===== config.mk =====
export PLATFORM = sky130hd
export DESIGN_NAME = bitfield_mem_unit
export DESIGN_NICKNAME = d
export VERILOG_FILES = /design/src/rtl/bfu_pkg.sv /design/src/rtl/bfu_geom.sv /design/src/rtl/bfu_field.sv /design/src/rtl/bfu_seq.sv /design/src/rtl/bitfield_mem_unit.sv
export SDC_FILE = /design/constraint.sdc
export NUM_CORES = 1
export LEC_CHECK = 0
export CORE_MARGIN = 5
export CORE_UTILIZATION = 40
export CTS_CLUSTER_SIZE = 8
export DETAILED_ROUTE_END_ITERATION = 7
export PLACE_DENSITY = 0.58
export SYNTH_ARGS = -nofsm -noshare
export SYNTH_HDL_FRONTEND = slang
export SYNTH_SLANG_ARGS = --single-unit

===== constraint.sdc =====
create_clock -name clk -period 18.99 [get_ports clk]
set_input_delay 5.697 -clock clk [delete_from_list [all_inputs] [get_ports clk]]
set_output_delay 5.697 -clock clk [all_outputs]
set_load 0.1 [all_outputs]

===== src/rtl/bfu_pkg.sv =====
// Shared constants, operation codes and command record for the bit-field unit.
// Assumes fields of at most 32 bits, so a field spans at most 5 bytes.
package bfu_pkg;
    localparam int FLD_W  = 32;
    localparam int SPAN_B = (FLD_W + 7 + 7) / 8;
    localparam int WIN_W  = SPAN_B * 8;
    localparam int LEN_W  = $clog2(FLD_W) + 1;
    localparam int IDX_W  = $clog2(SPAN_B);

    typedef enum logic [2:0] {
        OP_EXTU = 3'd0,
        OP_EXTS = 3'd1,
        OP_INS  = 3'd2,
        OP_CHG  = 3'd3,
        OP_CLR  = 3'd4,
        OP_SET  = 3'd5,
        OP_FFO  = 3'd6,
        OP_RSV  = 3'd7
    } bfu_op_e;

    typedef struct packed {
        logic [2:0]       bit_in;
        logic [LEN_W-1:0] len;
        logic [IDX_W-1:0] last;
        bfu_op_e          op;
        logic [FLD_W-1:0] ins;
        logic [31:0]      ofs;
    } bfu_cmd_t;

    function automatic logic is_write_op(bfu_op_e op);
        return (op == OP_INS) || (op == OP_CHG) || (op == OP_CLR) || (op == OP_SET);
    endfunction
endpackage


===== src/rtl/bfu_geom.sv =====
// Field geometry: turns base address, signed bit offset and length code into
// first byte address, starting bit, true length and last byte index.
// Assumes ADDR_W >= 3 and that the address arithmetic wraps silently.
module bfu_geom
    import bfu_pkg::*;
#(
    parameter int ADDR_W = 32
) (
    input  logic [ADDR_W-1:0] base_addr,
    input  logic [31:0]       bit_offset,
    input  logic [4:0]        len_code,
    output logic [ADDR_W-1:0] first_addr,
    output logic [2:0]        bit_in,
    output logic [LEN_W-1:0]  len,
    output logic [IDX_W-1:0]  last
);
    logic signed [31:0] byte_step;
    logic [LEN_W:0]     span_bits;

    // Normalise the offset to a floor byte step and a bit within the byte.
    always_comb begin
        byte_step  = $signed(bit_offset) >>> 3;
        first_addr = base_addr + ADDR_W'(byte_step);
        bit_in     = bit_offset[2:0];
        len        = (len_code == 5'd0) ? LEN_W'(FLD_W) : LEN_W'(len_code);
        span_bits  = (LEN_W+1)'(bit_in) + (LEN_W+1)'(len) - (LEN_W+1)'(1);
        last       = IDX_W'(span_bits >> 3);
    end
endmodule


===== src/rtl/bfu_field.sv =====
// Field datapath: from the loaded byte window computes the field value,
// the rewritten window, the result word and the N/Z flags.
// Assumes len is 1..32 and window byte 0 sits in the top eight bits.
module bfu_field
    import bfu_pkg::*;
(
    input  logic [WIN_W-1:0] win,
    input  bfu_cmd_t         cmd,
    output logic [WIN_W-1:0] new_win,
    output logic [FLD_W-1:0] res,
    output logic             n_flag,
    output logic             z_flag
);
    logic [LEN_W-1:0] pad;
    logic [FLD_W-1:0] len_mask;
    logic [FLD_W-1:0] fld_left;
    logic [FLD_W-1:0] ins_left;
    logic [WIN_W-1:0] win_mask;
    logic [WIN_W-1:0] ins_win;
    logic [LEN_W-1:0] lead;

    // Align the field to the top of a word and build the window masks.
    always_comb begin
        pad      = LEN_W'(FLD_W) - cmd.len;
        len_mask = ~({FLD_W{1'b1}} >> cmd.len);
        fld_left = FLD_W'((win << cmd.bit_in) >> (WIN_W - FLD_W)) & len_mask;
        ins_left = cmd.ins << pad;
        win_mask = {len_mask, {(WIN_W-FLD_W){1'b0}}} >> cmd.bit_in;
        ins_win  = {ins_left, {(WIN_W-FLD_W){1'b0}}} >> cmd.bit_in;
    end

    // Count leading zeros of the aligned field.
    always_comb begin
        lead = LEN_W'(FLD_W);
        for (int i = 0; i < FLD_W; i++) begin
            if (fld_left[i]) lead = LEN_W'(FLD_W - 1 - i);
        end
    end

    // Rewrite the window for the modifying operations.
    always_comb begin
        case (cmd.op)
            OP_INS:  new_win = (win & ~win_mask) | ins_win;
            OP_CHG:  new_win = win ^ win_mask;
            OP_CLR:  new_win = win & ~win_mask;
            OP_SET:  new_win = win | win_mask;
            default: new_win = win;
        endcase
    end

    // Select the result word and flags.
    always_comb begin
        n_flag = fld_left[FLD_W-1];
        z_flag = (fld_left == '0);
        case (cmd.op)
            OP_EXTS: res = FLD_W'($signed(fld_left) >>> pad);
            OP_INS: begin
                res    = ins_left;
                n_flag = ins_left[FLD_W-1];
                z_flag = (ins_left == '0);
            end
            OP_CHG, OP_CLR, OP_SET: res = fld_left;
            OP_FFO: res = cmd.ofs + 32'((fld_left == '0) ? cmd.len : lead);
            default: res = fld_left >> pad;
        endcase
    end
endmodule


===== src/rtl/bfu_seq.sv =====
// Access sequencer: reads the spanned bytes one per request into the window,
// then, for modifying operations, writes every spanned byte back.
// Assumes read data arrives exactly one cycle after a read request.
module bfu_seq
    import bfu_pkg::*;
#(
    parameter int ADDR_W = 32
) (
    input  logic              clk,
    input  logic              rst_n,
    input  logic              start,
    input  logic [ADDR_W-1:0] addr_q,
    input  logic [IDX_W-1:0]  last_q,
    input  logic              wr_op,
    input  logic [WIN_W-1:0]  new_win,
    input  logic [7:0]        mem_rdata,
    output logic              accept,
    output logic              busy,
    output logic              fin,
    output logic [WIN_W-1:0]  win,
    output logic              mem_req,
    output logic              mem_we,
    output logic [ADDR_W-1:0] mem_addr,
    output logic [7:0]        mem_wdata
);
    typedef enum logic [2:0] {S_IDLE, S_RREQ, S_RWAIT, S_WR, S_FIN} seq_state_e;

    seq_state_e       state;
    logic [IDX_W-1:0] idx;

    assign accept = start && (state == S_IDLE);
    assign busy   = (state != S_IDLE);
    assign fin    = (state == S_FIN);

    // State, byte index and window capture.
    always_ff @(posedge clk) begin
        if (!rst_n) begin
            state <= S_IDLE;
            idx   <= '0;
            win   <= '0;
        end else begin
            case (state)
                S_IDLE: if (accept) begin
                    state <= S_RREQ;
                    idx   <= '0;
                    win   <= '0;
                end
                S_RREQ: state <= S_RWAIT;
                S_RWAIT: begin
                    for (int b = 0; b < SPAN_B; b++) begin
                        if (idx == IDX_W'(b)) win[(SPAN_B-1-b)*8 +: 8] <= mem_rdata;
                    end
                    if (idx == last_q) begin
                        idx   <= '0;
                        state <= wr_op ? S_WR : S_FIN;
                    end else begin
                        idx   <= idx + 1'b1;
                        state <= S_RREQ;
                    end
                end
                S_WR: begin
                    if (idx == last_q) state <= S_FIN;
                    else idx <= idx + 1'b1;
                end
                default: state <= S_IDLE;
            endcase
        end
    end

    // Memory port drive.
    always_comb begin
        mem_req   = (state == S_RREQ) || (state == S_WR);
        mem_we    = (state == S_WR);
        mem_addr  = addr_q + ADDR_W'(idx);
        mem_wdata = '0;
        for (int b = 0; b < SPAN_B; b++) begin
            if (idx == IDX_W'(b)) mem_wdata = new_win[(SPAN_B-1-b)*8 +: 8];
        end
    end


    ro_nowrite_chk: assert property (@(posedge clk) disable iff (!rst_n)
        (mem_req && mem_we) |-> wr_op);

    span_addr_chk: assert property (@(posedge clk) disable iff (!rst_n)
        mem_req |-> ((mem_addr - addr_q) <= ADDR_W'(last_q)));

    read_gap_chk: assert property (@(posedge clk) disable iff (!rst_n)
        (mem_req && !mem_we) |=> !mem_req);
endmodule


===== src/rtl/bitfield_mem_unit.sv =====
// Top of the bit-field unit: latches the command on start, runs the access
// sequencer and field datapath, and registers result and flags at completion.
// Assumes a byte memory with one-cycle read latency on the mem_* port.
module bitfield_mem_unit
    import bfu_pkg::*;
#(
    parameter int ADDR_W = 32
) (
    input  logic              clk,
    input  logic              rst_n,
    input  logic              start,
    input  logic [2:0]        opcode,
    input  logic [ADDR_W-1:0] base_addr,
    input  logic [31:0]       bit_offset,
    input  logic [4:0]        field_len,
    input  logic [31:0]       ins_value,
    output logic              busy,
    output logic              done,
    output logic [31:0]       result,
    output logic              flag_n,
    output logic              flag_z,
    output logic              flag_v,
    output logic              flag_c,
    output logic              mem_req,
    output logic              mem_we,
    output logic [ADDR_W-1:0] mem_addr,
    output logic [7:0]        mem_wdata,
    input  logic [7:0]        mem_rdata
);
    logic [ADDR_W-1:0] g_addr;
    logic [2:0]        g_bit;
    logic [LEN_W-1:0]  g_len;
    logic [IDX_W-1:0]  g_last;
    logic [ADDR_W-1:0] addr_q;
    bfu_cmd_t          cmd_q;
    logic              accept;
    logic              fin;
    logic [WIN_W-1:0]  win;
    logic [WIN_W-1:0]  new_win;
    logic [FLD_W-1:0]  res_c;
    logic              n_c;
    logic              z_c;

    bfu_geom #(.ADDR_W(ADDR_W)) u_geom (
        .base_addr  (base_addr),
        .bit_offset (bit_offset),
        .len_code   (field_len),
        .first_addr (g_addr),
        .bit_in     (g_bit),
        .len        (g_len),
        .last       (g_last)
    );

    // Latch the command when the sequencer accepts a start.
    always_ff @(posedge clk) begin
        if (!rst_n) begin
            addr_q <= '0;
            cmd_q  <= '0;
        end else if (accept) begin
            addr_q       <= g_addr;
            cmd_q.bit_in <= g_bit;
            cmd_q.len    <= g_len;
            cmd_q.last   <= g_last;
            cmd_q.op     <= bfu_op_e'(opcode);
            cmd_q.ins    <= ins_value;
            cmd_q.ofs    <= bit_offset;
        end
    end

    bfu_seq #(.ADDR_W(ADDR_W)) u_seq (
        .clk       (clk),
        .rst_n     (rst_n),
        .start     (start),
        .addr_q    (addr_q),
        .last_q    (cmd_q.last),
        .wr_op     (is_write_op(cmd_q.op)),
        .new_win   (new_win),
        .mem_rdata (mem_rdata),
        .accept    (accept),
        .busy      (busy),
        .fin       (fin),
        .win       (win),
        .mem_req   (mem_req),
        .mem_we    (mem_we),
        .mem_addr  (mem_addr),
        .mem_wdata (mem_wdata)
    );

    bfu_field u_field (
        .win     (win),
        .cmd     (cmd_q),
        .new_win (new_win),
        .res     (res_c),
        .n_flag  (n_c),
        .z_flag  (z_c)
    );

    // Register the result and flags and raise the completion pulse.
    always_ff @(posedge clk) begin
        if (!rst_n) begin
            done   <= 1'b0;
            result <= '0;
            flag_n <= 1'b0;
            flag_z <= 1'b0;
        end else begin
            done <= fin;
            if (fin) begin
                result <= res_c;
                flag_n <= n_c;
                flag_z <= z_c;
            end
        end
    end

    assign flag_v = 1'b0;
    assign flag_c = 1'b0;


    done_pulse_chk: assert property (@(posedge clk) disable iff (!rst_n)
        done |=> !done);

    busy_hold_chk: assert property (@(posedge clk) disable iff (!rst_n)
        (busy && start) |=> ($stable(cmd_q) && $stable(addr_q)));

    ffo_bound_chk: assert property (@(posedge clk) disable iff (!rst_n)
        (done && cmd_q.op == OP_FFO) |-> ((result - cmd_q.ofs) <= 32'(cmd_q.len)));

    span_limit_chk: assert property (@(posedge clk) disable iff (!rst_n)
        accept |-> (32'(g_last) < 32'(SPAN_B)));
endmodule


==> metrics.txt, run 1 <==
run status completed; Remaining DRCs 0; dominant register cell in the synthesized netlist sky130_fd_sc_hd__dfxtp_1; via-per-instance ratio 6.59; maximum count of clock buffers along a single path 2; DR iter-0 viols 3191; number of placed cells counting well taps 3852; Final Non-Filler Cells 3885; final hold slack 0.461 ns; via count of the first global-routing pass 24165; Post-CTS Setup Bufs 0; number of synthesized flops with an enable pin 0; Antenna Nets Post-Route 0; Final Slew Violations 0; count of maximum capacitance violations 0; Tightest Pin Transition 1.31 ns; data arrival time of the worst path 8.00 ns; die boundary height 250 um; Max stage delay cell, worst path sky130_fd_sc_hd__a2111oi_0; layout overhead on the synthesized area 12.6%; CP Max Fanout 54; io pins 195; total wire length 111000 um; die boundary width 250 um; die footprint 62300 sq um; Hold Buf Count CTS 0; number of H-tree branching levels 4; setup violators final 0; number of buffers and inverters on the critical path 4; fin worst setup slack 5.29 ns; synthesized area divided by synthesized cell count 7.46 sq um; share of the yosys chip area belonging to registers 16.5%; post-synthesis sequential element count 189; Port Buffer Count 192; average routed wire per standard cell 28.7 um; Setup TNS 0 ns; setup clock skew after layout 0.0296 ns; Worst Path Class, Setup reg2out; Placeable Area 56600 sq um; fin nets 3366; ordered cell list for the critical path buf_4 > inv_2 > ha_4 > buf_4 > mux2_2 > mux4_2 > mux2_2 > a221oi_2 > o2bb2a_1 > o221ai_1 > mux2i_1 > a2111oi_0 > o211ai_1 > clkdlybuf4s50_1; data required time at the worst endpoint 13.29 ns; global routing usage summed across all routing layers 34.0%; number of hold-slack violations in the final timing report 0; asr flop ratio synth 0%; worst-case setup slack after placement 5.88 ns; post-CTS clock slew at the launch and capture registers of the worst setup and hold paths 0.08 ns; Worst path max stage delay 1.16 ns; placed wire-length estimate after detailed placement 86200 um; power density over the cells 77.3 nW/um^2; number of antenna violations at the first check in global routing 3; HP Class reg2reg; first-pass GRT wire length 163000 um; Static Leak 0.00938 uW; startpoint types flip-flop; CTS tree done; number of placement rows 87; instance count of the mapped netlist 3081; final weighted congestion of routability-driven global placement 1.03; Synth Cell Area 23000 sq um; worst-case headroom to the max-slew limit 10.7%; Overflow after GRT 0; DR vias 25593; Critical Path End Type output pin; Clock Latency Late Sink 0.51 ns; Yosys warnings 0; post-CTS resize count 0; number of optimization iterations in the first detailed-route pass 6; achievable clock frequency 0.0730 GHz; share of post-route cells with drive strength above 1 10.0%; total power of the final layout 2000 uW; category of cells accounting for the largest share of critical-path delay buffers and inverters; share of the cycle needed by the critical path after routing 72.1%; maximum VDD drop 0.0000723 V; unique cell type count in the Yosys netlist 109; Clock Tree Root sky130_fd_sc_hd__clkbuf_16; clock buffer count from CTS 17; initial cell density of the core 40.6%; unrepaired setup endpoints after global routing no; pin count of the biggest net entering global routing 92; CTS sink count 189; clock period minus final worst setup slack 13.70 ns
==> path summary, 6_finish.rpt <==
check,from,to,slack (ns),depth (start not counted)
worst min register to register,addr_q[2]$_SDFFE_PN0P_,addr_q[2]$_SDFFE_PN0P_,0.46,2
worst max register to register,cmd_q[77]$_SDFFE_PN0P_,result[10]$_SDFFE_PN0P_,11.26,19
worst min-delay path,addr_q[2]$_SDFFE_PN0P_,addr_q[2]$_SDFFE_PN0P_,0.46,2
worst max-delay path,cmd_q[70]$_SDFFE_PN0P_,mem_wdata[0],5.29,14
==> worst reg2reg max path: stages, from the launching register on <==
cell                       delay (ns)
sky130_fd_sc_hd__dfxtp_4         0.76
sky130_fd_sc_hd__buf_4           0.67
sky130_fd_sc_hd__mux4_2          0.66
sky130_fd_sc_hd__mux2i_1         0.48
sky130_fd_sc_hd__nor2_2          0.26
sky130_fd_sc_hd__nor4_1          0.54
sky130_fd_sc_hd__nand4_1         0.25
sky130_fd_sc_hd__nor2_2          0.34
sky130_fd_sc_hd__a22oi_1         0.20
sky130_fd_sc_hd__and2_1          0.22
sky130_fd_sc_hd__a31o_1          0.20
sky130_fd_sc_hd__fa_1            0.43
sky130_fd_sc_hd__nand3b_1        0.20
sky130_fd_sc_hd__a21oi_1         0.19
sky130_fd_sc_hd__o21ai_0         0.13
sky130_fd_sc_hd__a21boi_1        0.63
sky130_fd_sc_hd__nand4_1         0.20
sky130_fd_sc_hd__xor2_1          0.48
sky130_fd_sc_hd__o221ai_1        0.44
sky130_fd_sc_hd__o221a_1         0.34
==> layer usage <==
metal	track usage, %	vias up	share of wire [%]
li1	-	11444	-
met3	8.17	199	10
met1	45.7	12502	41
met4	11.0	2	3.5
met5	0	-	0.012
met2	54.0	1446	45
==> Yosys cell counts, drive strengths merged (10+ instances only) <==
cell type / count / area share [%]
a2111oi: 10 / 0.39
a211o: 10 / 0.38
a211oi: 32 / 1.1
a21o: 29 / 0.95
a21oi: 358 / 7.8
a221oi: 23 / 0.90
a22oi: 29 / 0.97
a31oi: 35 / 0.98
and2: 34 / 0.93
and3: 23 / 0.63
buf: 94 / 2.3
clkbuf: 142 / 2.3
dfxtp: 189 / 16
ha: 133 / 7.2
inv: 108 / 1.8
mux2: 64 / 3.2
mux2i: 138 / 6.0
mux4: 97 / 9.5
nand2: 415 / 6.8
nand2b: 34 / 0.93
nand3: 64 / 1.4
nand4: 27 / 0.74
nor2: 281 / 4.6
nor2b: 20 / 0.54
nor3: 73 / 1.6
nor4: 19 / 0.54
o211ai: 32 / 1.0
o21a: 21 / 0.69
o21ai: 207 / 4.5
o221a: 13 / 0.64
o221ai: 17 / 0.68
o22ai: 38 / 1.0
o31ai: 19 / 0.68
or2: 18 / 0.49
or3: 14 / 0.38
xnor2: 53 / 2.1
xor2: 33 / 1.3
==> cells in the final DEF, fill, tap and decap left out, drive strengths merged, types with 35 or more instances in the layout <==
cell           Yosys  layout
nand2            415     415
a21oi            358     358
nor2             281     281
o21ai            207     207
clkdlybuf4s50      0     191
dfxtp            189     189
mux2i            138     138
ha               133     133
inv              108     115
mux4              97      97
nor3              73      73
nand3             64      64
mux2              64      64
buf               94      59
xnor2             53      53
o22ai             38      38
a31oi             35      35
==> sequential cells by signal, summed over array words and instances (netlist names) <==
| register | flops |
|---|---|
| cmd_q | 76 |
| u_seq.win | 40 |
| addr_q | 32 |
| result | 32 |
| u_seq.idx | 3 |
| u_seq.state | 3 |
| done | 1 |
| flag_n | 1 |
| flag_z | 1 |
==> logic make-up after synthesis <==
family	Yosys count	share of synthesized area (%)
AO/OA/AOI/OAI	977	26.9
XOR/XNOR	86	3.34
adder cells (fa/ha/maj)	136	7.51
buffers and inverters	346	6.45
flip-flops	189	16.5
multiplexers	299	18.7
other	1	0.0163
AND/OR/NAND/NOR	1047	20.6
==> metrics by stage <==
| stage | instance area [sq um] | util [%] |
|---|---|---|
| after global placement | 25200 | 44.6 |
| after global routing | 25900 | 45.7 |
| final | 25900 | 45.7 |
| after CTS | 25900 | 45.7 |
| after detailed placement | 25200 | 44.6 |
| after floorplan | 23000 | - |
==> area by class of cell <==
cell class | count | area (sq um)
Clock inverter | 14 | 174
Antenna cell | 1 | 2.50
Inverter | 110 | 415
Fill cell | 5854 | 30700
Tap cell | 756 | 946
Timing Repair Buffer | 250 | 2350
Sequential cell | 189 | 3800
Clock buffer | 18 | 429
Multi-Input combinational cell | 2547 | 17700
==> where the power goes <==
part,internal (uW),switching [uW]
Clock,178,199
Sequential,429,61.8
Combinational,351,779
Total,958,1040
No activity file was read; power rests on OpenSTA's default activity.
==> run 2: changes to the inputs <==
==> constraint.sdc (replaced) <==
create_clock -name clk -period 13.7 [get_ports clk]
set_input_delay 4.11 -clock clk [delete_from_list [all_inputs] [get_ports clk]]
set_output_delay 4.11 -clock clk [all_outputs]
set_load 0.1 [all_outputs]
==> run 2 against run 1 <==
  * Critical path depth is 1 lower
  * First-iteration DRC count is 9.6% lower
  * Register-to-register slack worse by 5.2 ns
  * Largest power group unchanged
  * Sequential power is 37% higher
  * Sequential share of layout area is 0.056 points higher
  * Wire length is 0.33% lower
  * The flow now finishes with violations (design-rule violations)
  * Non-clock buffer count is 11 lower
  * Worst setup slack worse by 3.2 ns
  * Worst hold slack worse by 0.0036 ns
  * Power is 38% higher
  * Global-route usage is 0.32 points lower
  * Clock power is 35% higher
==> metrics.txt, run 2 (synthesis gave the netlist of run 1 again) <==
count of maximum capacitance violations 0; Critical Path End Type output pin; via count of the first global-routing pass 23789; share of post-route cells with drive strength above 1 9.72%; DR vias 25774; cell-internal power 1320 uW; fin nets 3355; die footprint 62300 sq um; Remaining DRCs 5; unrepaired setup endpoints after global routing no; data arrival time of the worst path 7.52 ns; Clock power frac 18.6%; run status finished with violations; sequential power share 24.5%; number of flip-flops under the largest register name 76; startpoint types flip-flop; initial cell density of the core 40.6%; maximum VDD drop 0.0000969 V; filler cell count 5837; Setup TNS 0 ns; Clock Latency Late Sink 0.50 ns; global routing usage summed across all routing layers 33.7%; number of placed cells counting well taps 3841; clock buffer count from CTS 17; Final Non-Filler Cells 3873; number of H-tree branching levels 4; Post-CTS Setup Bufs 0; slack of the worst reg-to-reg path 6.10 ns; Clock Tree Root sky130_fd_sc_hd__clkbuf_16; leading cell type in the layout, fill and taps excluded sky130_fd_sc_hd__nand2_1; setup clock skew after layout 0.0116 ns; CTS tree done; combinational group share of total power 56.9%; placed wire-length estimate after detailed placement 85400 um; pin count of the biggest net entering global routing 89; number of optimization iterations in the first detailed-route pass 8; layout overhead on the synthesized area 12.2%; most flop-heavy register cmd_q; HP Class reg2reg; maximum count of clock buffers along a single path 2; via-per-instance ratio 6.65; worst-case headroom to the max-slew limit 7.22%; Worst path max stage delay 1.06 ns; setup violators final 0; cell mode on critical path sky130_fd_sc_hd__mux2_2; die boundary height 250 um; failing checks design-rule violations; number of antenna violations at the first check in global routing 3; data required time at the worst endpoint 9.59 ns; Placeable Area 56600 sq um; DR iter-0 viols 2886; achievable clock frequency 0.0860 GHz; final hold slack 0.457 ns; Hold Buf Count CTS 0; Tightest Pin Transition 1.39 ns; Worst Path Class, Setup reg2out; Overflow after GRT 0; post-CTS clock slew at the launch and capture registers of the worst setup and hold paths 0.08 ns; share of the cycle needed by the critical path after routing 84.9%; number of hold-slack violations in the final timing report 0; Static Leak 0.00933 uW; net load switching power 1430 uW; final weighted congestion of routability-driven global placement 1.04; CP Max Fanout 79; average routed wire per standard cell 28.7 um; biggest regs cmd_q (76), u_seq.win (40); fin worst setup slack 2.07 ns; CTS sink count 189; Max stage delay cell, worst path sky130_fd_sc_hd__a2111oi_1; clock period minus final worst setup slack 11.63 ns; Antenna Nets Post-Route 0; total wire length 111000 um; power density over the cells 107 nW/um^2; ordered cell list for the critical path buf_4 > inv_2 > ha_4 > mux2_2 > mux4_2 > mux2_2 > a221oi_2 > o2bb2a_1 > o221ai_1 > mux2i_1 > a2111oi_1 > o211ai_1 > clkdlybuf4s50_1; commonest non-fill, non-tap cells in the layout sky130_fd_sc_hd__nand2_1 (412), sky130_fd_sc_hd__a21oi_1 (357), sky130_fd_sc_hd__nor2_1 (278); first-pass GRT wire length 161000 um; Port Buffer Count 192; io pins 195; sw frac 51.8%; number of placement rows 87; worst-case setup slack after placement 2.85 ns; Final Slew Violations 0; post-CTS resize count 0; die boundary width 250 um
[run 2: path summary, 6_finish.rpt]
check,from,endpoint,cells past startpoint
setup / recovery,cmd_q[70]$_SDFFE_PN0P_,mem_wdata[0],13
hold / removal,cmd_q[62]$_SDFFE_PN0P_,cmd_q[62]$_SDFFE_PN0P_,2
setup reg to reg,cmd_q[77]$_SDFFE_PN0P_,result[10]$_SDFFE_PN0P_,19
hold reg to reg,cmd_q[62]$_SDFFE_PN0P_,cmd_q[62]$_SDFFE_PN0P_,2
[run 2: stage by stage]
stage          util (%)  power [uW]  instance area (sq um)
4_1_cts            45.5        2720                  25800
6_report           45.5        2750                  25800
5_1_grt            45.5        2860                  25800
3_3_place_gp       44.5        2200                  25200
2_1_floorplan         -        1730                  23000
3_5_place_dp       44.5        2200                  25200
[run 2: layer usage]
layer  global-route usage [%]  part of all wire (%)
met1                     45.8                    41
met3                     7.39                   9.9
met5                        0                     0
met2                     52.3                    44
met4                     13.3                   4.7
[run 2: power groups by stage]
stage	clock network [uW]	logic [uW]	registers, uW
after global placement	0	1520	682
after CTS	524	1530	672
after floorplan	0	1050	681
after global routing	541	1640	681
final	510	1560	674
after detailed placement	0	1520	684
[run 2: area by class of cell]
type                            count  area (sq um)  share of cell area, %
Clock buffer                       18           439                   1.70
Sequential cell                   189          3800                   14.8
Timing Repair Buffer              239          2270                   8.81
Clock inverter                     13           146                  0.568
Inverter                          110           415                   1.61
Tap cell                          756           946                   3.67
Antenna cell                        1          2.50                0.00971
Multi-Input combinational cell   2547         17700                   68.9
[run 2: worst max-delay path, delay by kind of cell (launching register included)]
family                     cells  cell delay (ns)
AOI/OAI and AO/OA              5             2.25
adders and majority gates      1             0.99
buffers and inverters          3             1.73
DFF                            1             0.57
muxes                          4             1.41
